### src/rtl/flash_seq_pkg.sv
package flash_seq_pkg;

    typedef enum logic [1:0] {
        SQ_IDLE   = 2'd0,
        SQ_WAIT   = 2'd1,
        SQ_FINISH = 2'd2
    } sq_state_e;

    typedef enum logic [1:0] {
        OP_READ  = 2'b00,
        OP_RSVD  = 2'b01,
        OP_WRITE = 2'b10,
        OP_ERASE = 2'b11
    } fl_op_e;

    localparam logic [1:0] SEL_STS  = 2'd0;
    localparam logic [1:0] SEL_CTL  = 2'd1;
    localparam logic [1:0] SEL_ADDR = 2'd2;
    localparam logic [1:0] SEL_DATA = 2'd3;

    localparam int STS_DONE = 0;
    localparam int STS_CERR = 1;
    localparam int STS_AERR = 2;
    localparam int STS_BUSY = 5;
    localparam int STS_DESC = 14;

    localparam int CTL_GO   = 0;
    localparam int CTL_TYLO = 1;
    localparam int CTL_TYHI = 2;
    localparam int CTL_BCNT = 8;

endpackage

### src/rtl/flash_seq_launch.sv
module flash_seq_launch
    import flash_seq_pkg::*;
#(
    parameter int          ADDR_W     = 8,
    parameter logic [31:0] FLASH_BASE = 32'h0000_0100
) (
    input  logic        go_wr,
    input  fl_op_e      go_op,
    input  logic        busy,
    input  logic        desc_valid,
    input  logic [31:0] lin_addr,
    output logic        launch,
    output logic        rej_cycle,
    output logic        rej_addr,
    output logic [31:0] phys_addr
);
    localparam logic [31:0] LIN_MASK = (32'h1 << ADDR_W) - 32'h1;

    logic bad_type;
    logic out_of_range;

    always_comb begin
        bad_type     = (go_op == OP_RSVD);
        out_of_range = (lin_addr > LIN_MASK);
        rej_cycle    = go_wr && (busy || !desc_valid || bad_type);
        rej_addr     = go_wr && !rej_cycle && out_of_range;
        launch       = go_wr && !rej_cycle && !out_of_range;
        phys_addr    = (lin_addr & LIN_MASK) + FLASH_BASE;
    end
endmodule

### src/rtl/flash_seq_fsm.sv
module flash_seq_fsm
    import flash_seq_pkg::*;
(
    input  logic        clk,
    input  logic        rst_n,
    input  logic        launch,
    input  fl_op_e      launch_op,
    input  logic        launch_bcnt,
    input  logic [31:0] launch_addr,
    input  logic [15:0] launch_wdata,
    input  logic        fl_ack,
    input  logic        fl_err,
    input  logic [15:0] fl_rdata,
    output logic        fl_req,
    output fl_op_e      fl_op,
    output logic [31:0] fl_addr,
    output logic        fl_size,
    output logic [15:0] fl_wdata,
    output logic        busy,
    output logic        cyc_done,
    output logic        cyc_fail,
    output logic        rd_load,
    output logic [31:0] rd_word
);
    sq_state_e   state_q, state_d;
    fl_op_e      op_q;
    logic        bcnt_q;
    logic [31:0] addr_q;
    logic [15:0] wdat_q;
    logic        err_q;
    logic [15:0] rdat_q;

    always_ff @(posedge clk or negedge rst_n) begin
        if (!rst_n) state_q <= SQ_IDLE;
        else        state_q <= state_d;
    end

    always_comb begin
        state_d = state_q;
        unique case (state_q)
            SQ_IDLE:   if (launch) state_d = SQ_WAIT;
            SQ_WAIT:   if (fl_ack) state_d = SQ_FINISH;
            SQ_FINISH: state_d = SQ_IDLE;
            default:   state_d = SQ_IDLE;
        endcase
    end

    always_ff @(posedge clk or negedge rst_n) begin
        if (!rst_n) begin
            op_q   <= OP_READ;
            bcnt_q <= 1'b0;
            addr_q <= '0;
            wdat_q <= '0;
            err_q  <= 1'b0;
            rdat_q <= '0;
        end else begin
            if (state_q == SQ_IDLE && launch) begin
                op_q   <= launch_op;
                bcnt_q <= launch_bcnt;
                addr_q <= launch_addr;
                wdat_q <= launch_bcnt ? launch_wdata : {8'h00, launch_wdata[7:0]};
            end
            if (state_q == SQ_WAIT && fl_ack) begin
                err_q  <= fl_err;
                rdat_q <= fl_rdata;
            end
        end
    end

    always_comb begin
        fl_req   = 1'b0;
        busy     = 1'b1;
        cyc_done = 1'b0;
        cyc_fail = 1'b0;
        rd_load  = 1'b0;
        unique case (state_q)
            SQ_IDLE:   busy = 1'b0;
            SQ_WAIT:   fl_req = 1'b1;
            SQ_FINISH: begin
                cyc_done = 1'b1;
                cyc_fail = err_q;
                rd_load  = (op_q == OP_READ) && !err_q;
            end
            default:   busy = 1'b0;
        endcase
        fl_op    = op_q;
        fl_addr  = addr_q;
        fl_size  = bcnt_q;
        fl_wdata = wdat_q;
        rd_word  = bcnt_q ? {16'h0000, rdat_q} : {24'h000000, rdat_q[7:0]};
    end
endmodule

### src/rtl/flash_seq_status.sv
module flash_seq_status
    import flash_seq_pkg::*;
(
    input  logic        clk,
    input  logic        rst_n,
    input  logic        sts_wr,
    input  logic [2:0]  clr_bits,
    input  logic        launch,
    input  logic        cyc_done,
    input  logic        cyc_fail,
    input  logic        rej_cycle,
    input  logic        rej_addr,
    input  logic        busy,
    input  logic        desc_valid,
    output logic [15:0] sts_word
);
    logic done_q, cerr_q, aerr_q;

    always_ff @(posedge clk or negedge rst_n) begin
        if (!rst_n) begin
            done_q <= 1'b0;
            cerr_q <= 1'b0;
            aerr_q <= 1'b0;
        end else begin
            if (cyc_done)                     done_q <= 1'b1;
            else if (launch)                  done_q <= 1'b0;
            else if (sts_wr && clr_bits[0])   done_q <= 1'b0;

            if (cyc_fail || rej_cycle)        cerr_q <= 1'b1;
            else if (sts_wr && clr_bits[1])   cerr_q <= 1'b0;

            if (rej_addr)                     aerr_q <= 1'b1;
            else if (sts_wr && clr_bits[2])   aerr_q <= 1'b0;
        end
    end

    always_comb begin
        sts_word           = '0;
        sts_word[STS_DONE] = done_q;
        sts_word[STS_CERR] = cerr_q;
        sts_word[STS_AERR] = aerr_q;
        sts_word[STS_BUSY] = busy;
        sts_word[STS_DESC] = desc_valid;
    end
endmodule

### src/rtl/flash_cycle_seq.sv
module flash_cycle_seq
    import flash_seq_pkg::*;
#(
    parameter int          ADDR_W     = 8,
    parameter logic [31:0] FLASH_BASE = 32'h0000_0100
) (
    input  logic        clk,
    input  logic        rst_n,
    input  logic        desc_valid,
    input  logic        reg_wr,
    input  logic [1:0]  reg_sel,
    input  logic [31:0] reg_wdata,
    output logic [31:0] reg_rdata,
    output logic        fl_req,
    output logic [1:0]  fl_op,
    output logic [31:0] fl_addr,
    output logic        fl_size,
    output logic [15:0] fl_wdata,
    input  logic        fl_ack,
    input  logic        fl_err,
    input  logic [15:0] fl_rdata
);
    fl_op_e      ctl_type_q;
    logic        ctl_bcnt_q;
    logic [31:0] addr_q;
    logic [31:0] data_q;

    logic        busy, launch, rej_cycle, rej_addr;
    logic        cyc_done, cyc_fail, rd_load;
    logic [31:0] phys_addr, rd_word;
    logic [15:0] sts_word;
    fl_op_e      go_op, fl_op_e_w;
    logic        ctl_wr, go_wr, sts_wr, addr_wr, data_wr;

    always_comb begin
        sts_wr  = reg_wr && (reg_sel == SEL_STS);
        ctl_wr  = reg_wr && (reg_sel == SEL_CTL);
        addr_wr = reg_wr && (reg_sel == SEL_ADDR) && !busy;
        data_wr = reg_wr && (reg_sel == SEL_DATA) && !busy;
        go_wr   = ctl_wr && reg_wdata[CTL_GO];
        go_op   = fl_op_e'(reg_wdata[CTL_TYHI:CTL_TYLO]);
    end

    always_ff @(posedge clk or negedge rst_n) begin
        if (!rst_n) begin
            ctl_type_q <= OP_READ;
            ctl_bcnt_q <= 1'b0;
            addr_q     <= '0;
            data_q     <= '0;
        end else begin
            if (ctl_wr && !busy) begin
                ctl_type_q <= go_op;
                ctl_bcnt_q <= reg_wdata[CTL_BCNT];
            end
            if (addr_wr) addr_q <= reg_wdata;
            if (rd_load)      data_q <= rd_word;
            else if (data_wr) data_q <= reg_wdata;
        end
    end

    flash_seq_launch #(
        .ADDR_W     (ADDR_W),
        .FLASH_BASE (FLASH_BASE)
    ) u_launch (
        .go_wr      (go_wr),
        .go_op      (go_op),
        .busy       (busy),
        .desc_valid (desc_valid),
        .lin_addr   (addr_q),
        .launch     (launch),
        .rej_cycle  (rej_cycle),
        .rej_addr   (rej_addr),
        .phys_addr  (phys_addr)
    );

    flash_seq_fsm u_fsm (
        .clk          (clk),
        .rst_n        (rst_n),
        .launch       (launch),
        .launch_op    (go_op),
        .launch_bcnt  (reg_wdata[CTL_BCNT]),
        .launch_addr  (phys_addr),
        .launch_wdata (data_q[15:0]),
        .fl_ack       (fl_ack),
        .fl_err       (fl_err),
        .fl_rdata     (fl_rdata),
        .fl_req       (fl_req),
        .fl_op        (fl_op_e_w),
        .fl_addr      (fl_addr),
        .fl_size      (fl_size),
        .fl_wdata     (fl_wdata),
        .busy         (busy),
        .cyc_done     (cyc_done),
        .cyc_fail     (cyc_fail),
        .rd_load      (rd_load),
        .rd_word      (rd_word)
    );

    flash_seq_status u_status (
        .clk        (clk),
        .rst_n      (rst_n),
        .sts_wr     (sts_wr),
        .clr_bits   (reg_wdata[2:0]),
        .launch     (launch),
        .cyc_done   (cyc_done),
        .cyc_fail   (cyc_fail),
        .rej_cycle  (rej_cycle),
        .rej_addr   (rej_addr),
        .busy       (busy),
        .desc_valid (desc_valid),
        .sts_word   (sts_word)
    );

    always_comb begin
        fl_op = fl_op_e_w;
        unique case (reg_sel)
            SEL_STS:  reg_rdata = {16'h0000, sts_word};
            SEL_CTL:  reg_rdata = {23'h0, ctl_bcnt_q, 5'h0, ctl_type_q, 1'b0};
            SEL_ADDR: reg_rdata = addr_q;
            SEL_DATA: reg_rdata = data_q;
            default:  reg_rdata = '0;
        endcase
    end
endmodule

### config.mk
export PLATFORM = sky130hd
export DESIGN_NAME = flash_cycle_seq
export DESIGN_NICKNAME = d
export VERILOG_FILES = /design/src/rtl/flash_seq_pkg.sv /design/src/rtl/flash_seq_launch.sv /design/src/rtl/flash_seq_fsm.sv /design/src/rtl/flash_seq_status.sv /design/src/rtl/flash_cycle_seq.sv
export SDC_FILE = /design/constraint.sdc
export NUM_CORES = 1
export LEC_CHECK = 0
export BUFFER_PORTS_ARGS = -buffer_cell sky130_fd_sc_hd__buf_4
export CAP_MARGIN = 20
export CORE_UTILIZATION = 35
export CTS_BUF_LIST = sky130_fd_sc_hd__clkbuf_2 sky130_fd_sc_hd__clkbuf_4 sky130_fd_sc_hd__clkbuf_8
export CTS_CLUSTER_DIAMETER = 120
export DETAILED_ROUTE_END_ITERATION = 8
export GPL_ROUTABILITY_DRIVEN = 0
export GPL_TIMING_DRIVEN = 1
export SLEW_MARGIN = 15
export SYNTH_ARGS = -nofsm -noshare
export SYNTH_HDL_FRONTEND = slang
export SYNTH_SLANG_ARGS = --single-unit
### constraint.sdc
create_clock -name clk -period 5.7 [get_ports clk]
set_input_delay 0.57 -clock clk [delete_from_list [all_inputs] [get_ports clk]]
set_output_delay 0.57 -clock clk [all_outputs]
set_load 0.005 [all_outputs]
### After elaboration in Yosys (flattened, before gate mapping)

Index checks and enable logic that the tools add are counted.

| storage, ports and cells | value |
|---|---|
| bits in registers | 140 |
| output and inout bits | 84 |
| logic and storage cells | 79 |

| cells by class | value |
|---|---|
| add/subtract/negate cells | 1 |
| magnitude comparators | 1 |
| eq/ne operators | 8 |
| muxes and demuxes | 20 |
| reduce and logical (&&, ||, !) cells | 35 |

Operators with widths:

| kind | count |
|---|---|
| $pmux W32 S4 | 1 |
| $mux W32 | 2 |
| $gt A32 B8 Y1 const B | 1 |
| $mux W16 | 2 |
| $logic_and A1 B1 Y1 | 18 |
| $mux W1 | 12 |
| $add A8 B9 Y10 const B | 1 |
| $eq A2 B1 Y1 const B | 3 |
| $eq A2 B2 Y1 const B | 3 |
| $logic_not A2 Y1 | 3 |
| $reduce_bool A2 Y1 | 3 |
| $logic_not A1 Y1 | 5 |
| $mux W2 | 2 |
| $pmux W2 S2 | 1 |
| $logic_or A1 B1 Y1 | 3 |
| $reduce_bool A3 Y1 | 1 |
| $ne A2 B1 Y1 const B | 1 |
| $ne A2 B2 Y1 const B | 1 |
| $reduce_and A2 Y1 | 1 |
| $reduce_or A2 Y1 | 1 |

### Depth between registers and ports, before layout

| logic depth | value |
|---|---|
| depth after elaboration | 11 |
| depth in mapped cells | 8 |
| mapped depth without buffers | 6 |

### Modules after synthesis

A second synthesis with hierarchy kept.

| unflattened totals | value |
|---|---|
| cells, all modules | 540 |
| area, all modules | 7309.5 sq um |

By module, submodules not included:

| module | instances | cells each | area each (sq um) |
|---|---|---|---|
| flash_cycle_seq | 1 | 254 | 3774.9 |
| flash_seq_fsm | 1 | 211 | 2944.1 |
| flash_seq_launch | 1 | 48 | 351.6 |
| flash_seq_status | 1 | 27 | 239.0 |

### Worst setup path after synthesis

OpenSTA, ideal clock, no wires.

| timing | value |
|---|---|
| kind | input-to-output |
| start | input port reg_sel[0] |
| end | output port reg_rdata[0] |
| arrival time | 1.704 ns |
| required time | 5.130 ns |
| path slack | 3.426 ns |
| stages | 4 |
| buffers on the path | 2 |
| path through | clkbuf_1 buf_2 mux2_2 a22o_1 |

| on the way | value |
|---|---|
| cells in the longest elaborated chain, start to end | 2 |
| elaborated cells on any way between the ends | 5 |
| those cells by class | eq/ne: 3; mux: 1; reduce/logical: 1 |

RTL lines:

| what | line | text |
|---|---|---|
| start: declaration | flash_cycle_seq.sv:11 | `input logic [1:0] reg_sel,` |
| $eq A2 B2 Y1, or another cell as far along | flash_cycle_seq.sv:116 | `unique case (reg_sel)` |
| $pmux W32 S4 (*) | flash_cycle_seq.sv:116 |  |
| end: declaration | flash_cycle_seq.sv:13 | `output logic [31:0] reg_rdata,` |

Mark *: on every way between the ends. The rest lies on a longest branch, timed or not.

### Final worst setup path

| timing | value |
|---|---|
| start | input port reg_sel[0] |
| end | register u_fsm.addr_q[4], in the netlist u_fsm.fl_addr[4] |

| on the way | value |
|---|---|
| cells in the longest elaborated chain, start to end | 8 |

RTL lines:

| what | line | text |
|---|---|---|
| $eq A2 B1 Y1 (*) | flash_cycle_seq.sv:37 | `ctl_wr = reg_wr && (reg_sel == SEL_CTL);` |
| $logic_and A1 B1 Y1 (*) | flash_cycle_seq.sv:37 |  |
| $logic_and A1 B1 Y1 (*) | flash_cycle_seq.sv:40 | `go_wr = ctl_wr && reg_wdata[CTL_GO];` |
| $logic_and A1 B1 Y1 | flash_seq_launch.sv:25 | `rej_cycle = go_wr && (busy \|\| !desc_valid \|\| bad_type);` |
| $logic_not A1 Y1 | flash_seq_launch.sv:27 | `launch = go_wr && !rej_cycle && !out_of_range;` |
| $logic_and A1 B1 Y1 (*) (2 in a row) | flash_seq_launch.sv:27 |  |
| $logic_and A1 B1 Y1 (*) | flash_seq_fsm.sv:57 | `if (state_q == SQ_IDLE && launch) begin` |
| end signal: assignment | flash_seq_fsm.sv:60 | `addr_q <= launch_addr;` |
| end: declaration | flash_seq_fsm.sv:28 | `logic [31:0] addr_q;` |

Marks and branches as above.
A chain may end at the register's enable or synchronous reset.

==> impl_results.md <==
* CP max stage cell: sky130_fd_sc_hd__nand4_4
* Maximum number of buffers from clock root to sink at 2
* Routed Antenna Nets at 0
* Crit path depth at 5
* Yosys warns at 0
* Effective utilization at floorplan at 0.358
* Core area at 0.0158 mm2
* Fmax at 0.379 GHz
* Drc violations at 0
* Insertion delay of the later-clocked pin in the worst-skew pair at 0.43 ns
* Vias per cell at 4.87
* Netlist area before placement at 0.00567 mm2
* Max H-tree Level at 4
* Arrival time worst endpoint at 2.95 ns
* WL met3 at 643 um
* # diodes at 0
* Floorplan die height at 129 um
* Hold Fails Final Rpt at 0
* CP Launch Point: reg_sel[0]
* Max-cap violations at 0
* Startpoint Class: input pin
* Commonest non-fill, non-tap cell in the layout: sky130_fd_sc_hd__buf_4
* Worst endpoint required time at 6.01 ns
* Most used cells in the layout excluding fill and tap cells: 119 x sky130_fd_sc_hd__buf_4, 117 x sky130_fd_sc_hd__dfrtp_1, 64 x sky130_fd_sc_hd__mux2_2
* Total grt overflow at 0
* Fraction of synthesis flops using an asynchronous set or reset pin at 1.00
* Gate Count Post-Synth at 478
* Ratio of cells with drive above 1 in the final layout at 0.391
* Global-route total usage across every layer at 0.177
* Distinct cell type count after synthesis at 40
* Count of boundary I/O pins at 140
* Total via count in the routed design at 3995
* First-pass GRT wire length at 22200 um
* Mean routed wirelength per cell at 17.2 um
* Clock tree skew after final layout at 0.0135 ns
* Highest routing layer actually used: met4
* CTS tree: built
* Highest net fanout along the worst path at 39
* Initial antenna violation count at 0
* Sequential fraction of the synthesis area at 0.516
* Critical R2R Launch: addr_q[10]
* Type of the worst setup path: in2reg
* Outcome: finished clean
* Worst slew margin at 0.412
* Period minus WS final at 2.64 ns
* Nets at 651
* Crit path buffers/inverters at 1
* Slack of the worst reg-to-reg path at 3.11 ns
* Final Routed Wirelength at 14100 um
* Post-cts hold buffer count at 0
* Number of cells after detailed placement at 786
* CTS Root Buffer Type: sky130_fd_sc_hd__clkbuf_8
* Depth of the most critical reg-to-reg path at 4
* Part of the cycle the worst path needs at 0.463
* Biggest cell delay along the critical path at 0.61 ns
* Reg2reg end: u_fsm.fl_addr[4]
* Detailed route wirelength on metal2 at 7200 um
* Number of placement rows at 46
* Signed area change from the synthesized netlist to the final layout at 25.4%
* Die extent in x at 129 um
* Worst setup endpoint: u_fsm.fl_addr[4]
* Slew of the pin with the lowest slew margin at 0.882 ns
* Post-CTS setup repair buffer count at 0
* Total die area at 0.0167 mm2
* Routed met1 length at 6080 um
* Maximum ir drop on the vdd rail at 161 uV
* Maximum number of pins on one net before global-route repair at 71
* Number of setup violations in the final report at 0
* Class of the tightest hold or removal check: in2async
* Clock buffers created by TritonCTS at 17
* Synth Flop Type: sky130_fd_sc_hd__dfrtp_1
* Max Slew Vio Count at 0
* Average size of a mapped cell at 11.9 um2
* Kind of capture point of the worst setup path: flop
* Power density over the cells at 423 mW/mm2
* Estimated wirelength of the detail-placed design at 9580 um
* Vias in the first global route at 4180
* Number of synthesized register bits at 117
* Setup repair after global routing missed its margin: false
* Post-CTS resize count at 0
* Crit-path cells: buf_4, nand4b_1, nor4b_4, nand4_4, mux2_4
* Delay-heaviest family, CP: simple AND/OR/NAND/NOR gates
* First DRT Iteration DRCs at 245
* Number of flops mapped to enable cells by yosys at 0
* Post-Layout Cell Count at 820
* Total leakage power at 0.00343 uW
* Final total negative setup slack at 0 ns
* Clk sinks at 117
* Number of optimization iterations in the first detailed-route pass at 4
* Count of input and output buffers at 116
* Clock edge transition at the registers on the reported setup and hold paths at 0.08 ns
[how the worst min path moves through the flow]
stage                     cells after the start                end
after global routing                          1  u_fsm.fl_wdata[6]
after floorplan                               0          addr_q[0]
after global placement                        2          data_q[0]
final                                         1  u_fsm.fl_wdata[6]
after CTS                                     1  u_fsm.fl_wdata[6]
after detailed placement                      1   u_fsm.fl_addr[8]
[logic make-up (layout without fill, tap and decap cells)]
family,after synthesis,after routing,synth area share
AOI/OAI and AO/OA,46,46,0.0457
other,1,23,0.000661
adders and majority gates,4,4,0.00883
muxes,127,127,0.252
buffers and inverters,62,166,0.0614
and+or+nand+nor,121,121,0.115
DFF,117,117,0.516
[sequential cells by signal, summed over array words and instances, names as in the netlist]
name / count
addr_q: 32
data_q: 32
u_fsm.fl_wdata: 16
u_fsm.rdat_q: 16
u_fsm.fl_addr: 9
ctl_type_q: 2
u_fsm.fl_op: 2
u_fsm.state_q: 2
ctl_bcnt_q: 1
u_fsm.err_q: 1
u_fsm.fl_size: 1
u_status.aerr_q: 1
u_status.cerr_q: 1
u_status.done_q: 1
[Yosys cell counts (9+ instances only)]
master / instances / area (um2)
sky130_fd_sc_hd__dfrtp_1: 117 / 2930
sky130_fd_sc_hd__a21oi_1: 17 / 85.1
sky130_fd_sc_hd__nor2b_1: 30 / 188
sky130_fd_sc_hd__buf_4: 24 / 180
sky130_fd_sc_hd__nand3_1: 9 / 45.0
sky130_fd_sc_hd__inv_1: 13 / 48.8
sky130_fd_sc_hd__mux2i_1: 50 / 500
sky130_fd_sc_hd__nand2_1: 58 / 218
sky130_fd_sc_hd__mux2_2: 64 / 721
sky130_fd_sc_hd__o21ai_0: 21 / 105
sky130_fd_sc_hd__mux2_4: 11 / 165
sky130_fd_sc_hd__clkbuf_1: 13 / 48.8
[through the flow]
step	setup slack (ns)	power [uW]	area, um2	utilization	hold WS, ns
2_1_floorplan	3.43	1880	5750	-	0.274
3_3_place_gp	2.62	2170	6630	0.419	0.456
3_5_place_dp	2.57	2220	6630	0.419	0.457
4_1_cts	2.98	3030	7060	0.446	0.273
5_1_grt	2.95	3210	7110	0.449	0.312
6_report	3.06	3010	7110	0.449	0.239
[report_power, final]
| part | leakage, uW | total, uW | switching, uW | internal (uW) |
|---|---|---|---|---|
| logic | 0.00178 | 866 | 389 | 477 |
| clock network | 0.000205 | 804 | 356 | 448 |
| registers | 0.00144 | 1340 | 213 | 1130 |
| total | 0.00343 | 3010 | 957 | 2050 |
[layout make-up]
cell class | instances | area [um2]
fillers | 1492 | 8720
flip-flops and latches | 117 | 2930
multi-input cells | 321 | 2490
repair buffers | 121 | 948
well taps | 216 | 270
clock buffers | 18 | 248
clock inverters | 14 | 179
inverters | 13 | 48.8
[routing by layer]
metal  vias up  track usage
met2       112        0.295
met4         0       0.0727
met5         -            0
li1       1836            -
met3        20       0.0367
met1      2027        0.224
(Power assumes the default switching activity.)
